`src/rtl/sal_pkg.sv`:
```
package sal_pkg;
    localparam int IDX_W  = 3;
    localparam int FLAG_N = 1 << IDX_W;
    localparam int OFFS_W = IDX_W + 1;

    typedef enum logic {
        ST_IDLE   = 1'b0,
        ST_COMMIT = 1'b1
    } wr_state_e;

    typedef struct packed {
        logic [IDX_W-1:0] idx;
        logic             val;
    } flag_upd_t;

    localparam int F_SHADOW   = 0;
    localparam int F_VECSWAP  = 1;
    localparam int F_CARD_A   = 2;
    localparam int F_CARD_B   = 3;
    localparam int F_REGSEL_N = 4;
    localparam int F_ROMCART  = 5;
    localparam int F_SRAM     = 6;
    localparam int F_PAL0     = 7;
endpackage

```
`src/rtl/sal_wr_qualify.sv`:
```
module sal_wr_qualify
    import sal_pkg::*;
(
    input  logic              sel_i,
    input  logic              wr_i,
    input  logic              odd_lane_i,
    input  logic [OFFS_W-1:0] offs_i,
    output logic              hit_o,
    output flag_upd_t         upd_o
);
    // all three qualifiers must be present
    always_comb begin
        hit_o     = sel_i & wr_i & odd_lane_i;
        // low bits pick the flag, top bit is the level
        upd_o.idx = offs_i[IDX_W-1:0];
        upd_o.val = offs_i[IDX_W];
    end
endmodule

```
`src/rtl/sal_wr_fsm.sv`:
```
module sal_wr_fsm
    import sal_pkg::*;
(
    input  logic      clk,
    input  logic      rst_n,
    input  logic      hit_i,
    input  flag_upd_t upd_i,
    output logic      commit_o,
    output flag_upd_t upd_o
);
    wr_state_e state_q, state_d;
    flag_upd_t pend_q;

    // next-state selection
    always_comb begin
        state_d = state_q;
        unique case (state_q)
            ST_IDLE:   state_d = hit_i ? ST_COMMIT : ST_IDLE;
            ST_COMMIT: state_d = hit_i ? ST_COMMIT : ST_IDLE;
            default:   state_d = ST_IDLE;
        endcase
    end

    always_ff @(posedge clk or negedge rst_n) begin
        if (!rst_n) begin
            state_q <= ST_IDLE;
            pend_q  <= '0;
        end else begin
            state_q <= state_d;
            if (hit_i)
                pend_q <= upd_i;
        end
    end

    // Output process
    always_comb begin
        commit_o = 1'b0;
        unique case (state_q)
            ST_IDLE:   commit_o = 1'b0;
            ST_COMMIT: commit_o = 1'b1;
            default:   commit_o = 1'b0;
        endcase
        upd_o = pend_q;
    end
endmodule

```
`src/rtl/sal_flag_bank.sv`:
```
module sal_flag_bank
    import sal_pkg::*;
(
    input  logic              clk,
    input  logic              rst_n,
    input  logic              commit_i,
    input  flag_upd_t         upd_i,
    output logic [FLAG_N-1:0] flags_o
);
    for (genvar gi = 0; gi < FLAG_N; gi++) begin : g_flag
        always_ff @(posedge clk or negedge rst_n) begin
            if (!rst_n)
                flags_o[gi] <= 1'b0;
            else if (commit_i && (upd_i.idx == IDX_W'(gi)))
                flags_o[gi] <= upd_i.val;          // only the addressed flag
        end
    end
endmodule

```
`src/rtl/sysctl_addr_latch.sv`:
```
module sysctl_addr_latch
    import sal_pkg::*;
(
    input  logic              clk,
    input  logic              rst_n,
    input  logic              sel_i,
    input  logic              wr_i,
    input  logic              odd_lane_i,
    input  logic [OFFS_W-1:0] offs_i,
    output logic              shadow_o,
    output logic              vec_swap_o,
    output logic              card_lock_a_o,
    output logic              card_unlock_b_o,
    output logic              card_regsel_n_o,
    output logic              rom_cart_o,
    output logic              sram_unlock_o,
    output logic              pal_bank0_o
);
    logic              hit;
    flag_upd_t         upd_raw;
    flag_upd_t         upd_pend;
    logic              commit;
    logic [FLAG_N-1:0] flags;

    sal_wr_qualify u_qual (
        .sel_i      (sel_i),
        .wr_i       (wr_i),
        .odd_lane_i (odd_lane_i),
        .offs_i     (offs_i),
        .hit_o      (hit),
        .upd_o      (upd_raw)
    );

    sal_wr_fsm u_fsm (
        .clk      (clk),
        .rst_n    (rst_n),
        .hit_i    (hit),
        .upd_i    (upd_raw),
        .commit_o (commit),
        .upd_o    (upd_pend)
    );

    sal_flag_bank u_bank (
        .clk      (clk),
        .rst_n    (rst_n),
        .commit_i (commit),
        .upd_i    (upd_pend),
        .flags_o  (flags)
    );

    always_comb begin
        shadow_o        = flags[F_SHADOW];
        vec_swap_o      = flags[F_VECSWAP];
        card_lock_a_o   = flags[F_CARD_A];
        card_unlock_b_o = flags[F_CARD_B];
        card_regsel_n_o = flags[F_REGSEL_N];
        rom_cart_o      = flags[F_ROMCART];
        sram_unlock_o   = flags[F_SRAM];
        pal_bank0_o     = flags[F_PAL0];
    end
endmodule

```
`config.mk`:
```
export PLATFORM = sky130hd
export DESIGN_NAME = sysctl_addr_latch
export DESIGN_NICKNAME = d
export VERILOG_FILES = /design/src/rtl/sal_pkg.sv /design/src/rtl/sal_wr_qualify.sv /design/src/rtl/sal_wr_fsm.sv /design/src/rtl/sal_flag_bank.sv /design/src/rtl/sysctl_addr_latch.sv
export SDC_FILE = /design/constraint.sdc
export NUM_CORES = 1
export LEC_CHECK = 0
export ABC_AREA = 1
export BUFFER_PORTS_ARGS = -buffer_cell sky130_fd_sc_hd__clkbuf_2
export CAP_MARGIN = 20
export CORE_AREA = 8 8 45 47
export DETAILED_ROUTE_END_ITERATION = 8
export DIE_AREA = 0 0 53 55
export PLACE_DENSITY = 0.68
export SYNTH_ARGS = -nofsm -noshare
export SYNTH_HDL_FRONTEND = slang
export SYNTH_SLANG_ARGS = --single-unit
export TNS_END_PERCENT = 20
```
`constraint.sdc`:
```
create_clock -name clk -period 1.64 [get_ports clk]
set_input_delay 0.246 -clock clk [delete_from_list [all_inputs] [get_ports clk]]
set_output_delay 0.246 -clock clk [all_outputs]
set_load 0.01 [all_outputs]
```
==> results of run 1 <==
[final cells by class]
type | count | area, um^2 | share of cell area, %
sequential | 13 | 325 | 46.7
multi-input combinational | 50 | 213 | 30.5
clock buffer | 4 | 26.3 | 3.77
tap | 16 | 20.0 | 2.87
inverter | 6 | 22.5 | 3.23
timing repair buffer | 17 | 90.1 | 12.9
[kinds of logic after synthesis]
| logic type | Yosys count | share of synthesized area [%] |
|---|---|---|
| buffers and inverters | 7 | 5.28 |
| AND/OR/NAND/NOR | 49 | 36.6 |
| flip-flops | 13 | 57.3 |
| AO/OA/AOI/OAI | 1 | 0.880 |
[report_power, final]
part	switching, mW	internal (mW)	leakage (nW)
Clock	0.0992	0.0942	0.0150
Combinational	0.108	0.0755	0.215
Sequential	0.0490	0.386	0.171
Total	0.256	0.555	0.400
[Yosys cell counts]
cell type  count  share of area (%)
nor2_1         1               0.66
nor2_2         2                2.2
inv_1          4                2.6
buf_4          1                1.3
clkinv_1       1               0.66
nand2_1       36                 24
inv_2          1               0.66
nor2_4         1                2.0
nand3_1        9                7.9
dfrtp_1       13                 57
o21ai_1        1               0.88
[flip-flops by register name, indices dropped and copies added, names as in the netlist]
register	cells
u_bank.flags_o	8
u_fsm.upd_o	4
u_fsm.state_q	1
[final timing paths]
path                            depth (start not counted)                end              start
worst max-delay path                                    1         rom_cart_o  u_bank.flags_o[5]
worst min-delay path                                    3     u_fsm.upd_o[0]          offs_i[3]
worst max register to register                          4  u_bank.flags_o[0]     u_fsm.upd_o[2]
worst min register to register                          2  u_bank.flags_o[4]  u_bank.flags_o[4]
max in group asynchronous                               2  u_bank.flags_o[1]              rst_n
min in group asynchronous                               2  u_bank.flags_o[2]              rst_n
[routing by layer]
metal | track usage [%] | routed length, um | vias to the layer above
met2 | 12.9 | 435 | 18
met4 | 5.17 | 10 | 0
met5 | 0 | 0 | -
met1 | 11.3 | 533 | 185
li1 | - | - | 253
met3 | 3.74 | 98 | 2
[stage by stage]
step	area, um^2	hold slack [ns]	utilization [%]	cells	total power [mW]
finish	697	0.163	50.4	106	0.812
global route	697	0.152	50.4	106	0.883
CTS	697	0.157	50.4	106	0.828
detailed placement	661	0.161	47.7	101	0.630
global placement	661	0.156	47.7	101	0.624
floorplan	568	-0.0496	-	70	0.547
==> impl_metrics.tcl, run 1 <==
set metrics [dict create \
    setup_viol 0 \
    drc_errors 0 \
    finalCriticalPeriod_ns 1.03 \
    path_max_fanout 2 \
    cts_buffer_depth 2 \
    cap_violations 0 \
    drv_slew 0 \
    worst_slew_pin_slew_ns 0.313 \
    ant_nets 0 \
    skew_ns 0.00123 \
    path_clk_slew_ns 0.08 \
    io_buffers 16 \
    antenna_found_initial 0 \
    required_ns 1.39 \
    cts_root_buf "clkbuf_4" \
    cp-end-kind "primary output" \
    worst_slack_ns 0.611 \
    seq_area_frac_synth_pct 57.3 \
    dr.pass1.iters 2 \
    syn-cell-area_um2 568 \
    synth.ff_latch_count 13 \
    dieArea_um2 2920 \
    post_cts_buffers 0 \
    area_delta_synth_final_pct 22.7 \
    cts_hold_buf 1 \
    n_antenna_cell 0 \
    slew_headroom_pct 79.1 \
    clock_sinks 13 \
    crit_arrival_ns 0.78 \
    cp_num_buf_inv 1 \
    fillers 149 \
    cp_cell_sequence "clkbuf_2" \
    gp_congestion 0.743 \
    yosysUniqueCellTypes 11 \
    rsz0062_at_grt "no" \
    fp.dieH_um 55 \
    slowest_stage "dfrtp_1" \
    worstHoldPathType "primary input to register" \
    h-tree-depth 1 \
    regToRegSetupSlack_ns 0.68 \
    crit_family "flip-flops" \
    p_per_area_nw_per_um2 1160 \
    grt_pass1_vias 477 \
    place_ws_ns 0.700 \
    core_area_um2 1380 \
    cts_inserted_buffers 3 \
    cts_resized 0 \
    status "complete, no violations" \
    final_nets 100 \
    yosys_warnings 0 \
    rows 14 \
    fmaxAchievable_ghz 0.972 \
    place.detailed.hpwl_um 838 \
    cts_tree "built" \
    viasPerCell 4.32 \
    vias 458 \
    post-route-period-util_pct 62.8 \
    grt_remaining_overflow 0 \
    syn_inst 70 \
    wl_um 1080 \
    worst_path_largest_cell_delay_ns 0.38 \
    final_cell_mix "36 x nand2_1, 16 x clkbuf_2, 13 x dfrtp_1, 9 x nand3_1, 4 x inv_1" \
    synth_area_per_cell_um2 8.11 \
    vdd_drop_max_v 0.000558 \
    p_leak_nw 0.400 \
    synth_nets 79 \
    io_pins 17 \
    grt_first_pass_wirelength_um 1970 \
    start_kind "register" \
    track_usage_pct 9.07 \
    drive_gt1_share_pct 25.6 \
    routedWlPerCell_um 10.2 \
    final_common_cell "nand2_1" \
    die_w_um 53 \
    grt_start_max_net_pins 14 \
    drtIter0Drc 6 \
    start_util_pct 41.0 \
    clock_latency_ns 0.27 \
    hold_viol_final 0 \
    critical_path_class "register to primary output" \
    setup-tns-final_ns 0 \
]
No activity file was read; power rests on OpenSTA's default activity.
==> run 2, diff against run 1 <==
Settings changed: ABC_AREA 1 to 0, CORE_AREA 8 8 45 47 to default, CORE_MARGIN from default to 8, CORE_UTILIZATION from default to 42, DIE_AREA 0 0 53 55 to default, PLACE_DENSITY 0.68 to 0.7.
Clock period 1.64 ns to 0.9 ns, I/O delays scaled along.
==> impl_metrics.tcl, run 2 <==
set metrics [dict create \
    synth_area_per_cell_um2 16.2 \
    min_from "offs_i[2]" \
    cts_tree "built" \
    synth-async-reset-ratio_pct 100 \
    vias 378 \
    skew_ns 0.00231 \
    placed_cell_area_um2 679 \
    io_buffers 16 \
    largest_reg_flops 8 \
    grt_remaining_overflow 0 \
    io_pins 17 \
    fmaxAchievable_ghz 0.838 \
    final_util_pct 57.0 \
    seq_area_frac_synth_pct 57.5 \
    antenna_found_initial 0 \
    required_ns 1.06 \
    critical_path_class "register to register" \
    drv_slew 0 \
    cp-end-kind "register" \
    clock_sinks 13 \
    ant_nets 0 \
    path_clk_slew_ns 0.08 \
    viasPerCell 5.04 \
    yosysUniqueCellTypes 9 \
    slew_headroom_pct 78.9 \
    rr_startpoint "u_fsm.upd_o[3]" \
    cts_buffer_depth 2 \
    post-route-period-util_pct 133 \
    drc_errors 0 \
    final_nets 70 \
    track_usage_pct 8.75 \
    grt_first_pass_wirelength_um 1690 \
    worst_slack_ns -0.293 \
    synthTopCellsByCount "13 x dfrtp_1, 9 x mux2_2, 3 x and4bb_1, 3 x mux2_4, 3 x nand4b_1" \
    yosys_warnings 0 \
    start_util_pct 44.0 \
    synth.ff_latch_count 13 \
    power_mw 1.83 \
    rows 13 \
    setup-tns-final_ns -2.19 \
    final_cell_mix "16 x clkbuf_2, 9 x mux2_2, 9 x dfrtp_1, 4 x dfrtp_2" \
    yosysMostFrequentCell "dfrtp_1" \
    die_w_um 52.7 \
    final_common_cell "clkbuf_2" \
    synth_nets 44 \
    start_kind "register" \
    grt_start_max_net_pins 14 \
    place.detailed.hpwl_um 786 \
    area_delta_synth_final_pct 29.4 \
    worst_slew_pin_slew_ns 0.316 \
    yosys.area.top_type "dfrtp_1" \
    status "complete, but fails checks" \
    gp_congestion 0.664 \
    cap_violations 0 \
    dieArea_um2 2780 \
    p_per_area_nw_per_um2 2500 \
    dr.pass1.iters 2 \
    routedWlPerCell_um 14.1 \
    path_max_fanout 5 \
    h-tree-depth 1 \
    core_area_um2 1280 \
    grt_pass1_vias 369 \
    syn_inst 35 \
    drtIter0Drc 2 \
    yosysTopAreaCellShare_pct 57.5 \
    synth.top_cells.by_area "dfrtp_1 58%, mux2_2 18%, mux2_4 8.0%" \
    vdd_drop_max_v 0.000946 \
    fp.dieH_um 52.7 \
    regMostFlops "u_bank.flags_o" \
    wl_um 1060 \
    finalCriticalPeriod_ns 1.19 \
    crit_arrival_ns 1.36 \
    worstHoldPathType "primary input to register" \
    synth_edf_count 0 \
    p_leak_nw 0.361 \
    cts_inserted_buffers 3 \
    cts_root_buf "clkbuf_4" \
    setup_viol 17 \
    drive_gt1_share_pct 65.0 \
    violations "setup timing" \
    rsz0062_at_grt "yes" \
    synth_ff_type "dfrtp_1" \
    syn-cell-area_um2 566 \
    n_antenna_cell 0 \
    fin_area_um2 732 \
    startpoint "u_fsm.upd_o[3]" \
    hold_viol_final 0 \
    clock_latency_ns 0.27 \
]
-- run 2: changes by cell type after synthesis, sizes merged, moves of 4 or more --
cell	previous run	this run
inv	5	1
nor2	4	0
nand2	36	0
nand3	9	1
mux2	0	12
-- run 2: routing by layer --
layer	wire (um)	track usage, %	part of all wire (%)	vias to the layer above
li1	-	-	-	185
met1	474	10.0	45	177
met2	464	10.7	44	16
met3	117	6.53	11	0
met4	0	6.47	0	0
met5	0	0	0	-
-- run 2: worst paths after layout --
check	to	slack, ns	depth (start not counted)
hold / removal	u_fsm.upd_o[3]	0.09	2
max in group asynchronous	u_fsm.upd_o[2]	0.36	2
setup / recovery	u_bank.flags_o[0]	-0.29	2
hold reg to reg	u_bank.flags_o[3]	0.51	1
min in group asynchronous	u_bank.flags_o[4]	0.28	2
setup reg to reg	u_bank.flags_o[0]	-0.29	2
-- run 2: report_power, final --
| group | switching (mW) | internal, mW | leakage (nW) |
|---|---|---|---|
| combinational | 0.223 | 0.339 | 0.186 |
| sequential | 0.133 | 0.775 | 0.160 |
| clock | 0.184 | 0.172 | 0.0150 |
| total | 0.540 | 1.29 | 0.361 |
-- run 2: critical path: stages, from the launching register on --
cell and delay [ns]:
dfrtp_2 0.44, nor4b_2 0.29, mux2_2 0.36
-- run 2: kinds of logic (layout without fill, tap and decap cells) --
logic type | Yosys count | after routing | synth area share, %
flip-flops | 13 | 13 | 57.5
buffers and inverters | 1 | 26 | 0.663
multiplexers | 12 | 12 | 25.9
AND/OR/NAND/NOR | 9 | 9 | 15.9
-- run 2: metrics by stage --
stage	instances	worst slack [ns]	hold WS, ns
global placement	68	-0.271	0.0484
detailed placement	68	-0.284	0.0454
global route	75	-0.317	0.0661
CTS	74	-0.288	0.0764
floorplan	35	-0.267	-0.161
finish	75	-0.293	0.0880
-- run 2: what timing repair did --
item,in CTS,in global routing
hold endpoints to repair,13,0
pin swaps,1,2
hold buffers,1,0
buffers inserted,1,1
setup endpoints to repair,16,18
gates resized for setup,1,3
-- run 2: area by class of cell --
type | instances | area, um^2
clock buffer | 4 | 26.3
multi-input combinational | 21 | 236
sequential | 13 | 330
inverter | 1 | 3.75
tap | 15 | 18.8
fill | 111 | 553
timing repair buffer | 21 | 116
==> run 3, diff against run 2 <==
Settings changed: BUFFER_PORTS_ARGS -buffer_cell sky130_fd_sc_hd__clkbuf_2 to -buffer_cell sky130_fd_sc_hd__buf_4, CAP_MARGIN 20 to default, RECOVER_POWER from default to 50.
==> impl_metrics.tcl, run 3 (synthesized netlist as in run 2, its figures left out) <==
set metrics [dict create \
    core_area_um2 1280 \
    cts_buffer_depth 2 \
    ant_nets 0 \
    cp-end-kind "register" \
    worstHoldPathType "primary input to register" \
    cap_violations 0 \
    grt_pass1_vias 400 \
    viasPerCell 5.14 \
    cp_num_buf_inv 0 \
    place_ws_ns -0.286 \
    cp_cell_sequence "nor4b_4 > mux2_4" \
    p_per_area_nw_per_um2 2540 \
    start_util_pct 44.0 \
    power_mw 2.09 \
    fillers 94 \
    dieArea_um2 2780 \
    grt_first_pass_wirelength_um 1750 \
    place.detailed.hpwl_um 812 \
    drv_slew 0 \
    fin_cells 74 \
    cts_root_buf "clkbuf_4" \
    final_cell_mix "10 x buf_6, 9 x dfrtp_1, 7 x buf_4, 6 x mux2_2, 6 x mux2_4" \
    worst_path_largest_cell_delay_ns 0.46 \
    required_ns 1.05 \
    wl_um 1060 \
    grt_remaining_overflow 0 \
    routedWlPerCell_um 14.3 \
    final_nets 69 \
    largest_reg_flops 8 \
    vias 380 \
    cts_tree "built" \
    clock_latency_ns 0.27 \
    final_common_cell "buf_6" \
    post-route-period-util_pct 131 \
    crit_arrival_ns 1.33 \
    fp.dieH_um 52.7 \
    critical_path_class "register to register" \
    grt_start_max_net_pins 14 \
    multi_input_area_um2 256 \
    regMostFlops "u_bank.flags_o" \
    whs_ns 0.0960 \
    start_kind "register" \
    placed_cells 68 \
    fmaxAchievable_ghz 0.847 \
    h-tree-depth 1 \
    io_pins 17 \
    drive_gt1_share_pct 66.1 \
    slew_headroom_pct 78.8 \
    path_max_fanout 7 \
    n_antenna_cell 0 \
    area_delta_synth_final_pct 45.6 \
    drc_errors 0 \
    io_buffers 16 \
    rsz0062_at_grt "yes" \
    finalCriticalPeriod_ns 1.18 \
    gp_congestion 0.708 \
    dr.pass1.iters 1 \
    final_util_pct 64.1 \
    cts_inserted_buffers 3 \
    drtIter0Drc 0 \
    path_clk_slew_ns 0.07 \
    setup_viol 16 \
    violations "setup timing" \
    rows 13 \
    vdd_drop_max_v 0.00127 \
    p_leak_nw 0.394 \
    track_usage_pct 8.43 \
    status "complete, but fails checks" \
    slowest_stage "dfrtp_2" \
    worst_slack_ns -0.280 \
    worst_slew_pin_slew_ns 0.318 \
    crit_family "flip-flops" \
    clock_sinks 13 \
    seqCellArea_um2 330 \
    antenna_found_initial 0 \
    die_w_um 52.7 \
    skew_ns 0.000952 \
    hold_viol_final 0 \
]
-- run 3: repair_timing --
action / in CTS / in global routing
setup buffers: 1 / 0
resized for setup: 9 / 9
endpoints found under the setup margin: 16 / 17
hold buffers: 1 / 0
pin swaps: 2 / 3
endpoints found under the hold margin: 13 / 0
-- run 3: per-stage QoR --
stage	setup TNS (ns)	cell area, um^2
3_3_place_gp	-1.90	719
4_1_cts	-2.36	795
2_1_floorplan	-1.33	566
3_5_place_dp	-2.10	719
5_1_grt	-2.80	823
6_report	-2.19	823
-- run 3: area by class of cell --
class / count / area share (%)
Timing Repair Buffer: 20 / 22.8
Clock buffer: 4 / 3.19
Sequential cell: 13 / 40.1
Tap cell: 15 / 2.28
Inverter: 1 / 0.456
Multi-Input combinational cell: 21 / 31.2
-- run 3: routing by layer --
layer  vias up  wire length (um)  track usage, %
met5         -                 0               0
met4         0                 0            5.17
met3         0                72            3.13
met2        14               491            12.1
met1       180               494            10.4
li1        186                 -               -
-- run 3: where the power goes --
part,total (mW),leakage [nW],internal (mW),switching [mW]
Clock,0.346,0.0150,0.171,0.174
Sequential,0.966,0.161,0.778,0.188
Combinational,0.781,0.218,0.558,0.223
Total,2.09,0.394,1.51,0.585
-- run 3: worst paths after layout --
check / depth (start not counted) / from / slack [ns] / to
worst max register to register: 2 / u_fsm.upd_o[3] / -0.28 / u_bank.flags_o[0]
max in group asynchronous: 2 / rst_n / 0.35 / u_fsm.upd_o[2]
worst min register to register: 1 / u_bank.flags_o[5] / 0.53 / u_bank.flags_o[5]
worst max-delay path: 2 / u_fsm.upd_o[3] / -0.28 / u_bank.flags_o[0]
min in group asynchronous: 2 / rst_n / 0.29 / u_bank.flags_o[4]
worst min-delay path: 2 / offs_i[1] / 0.1 / u_fsm.upd_o[2]
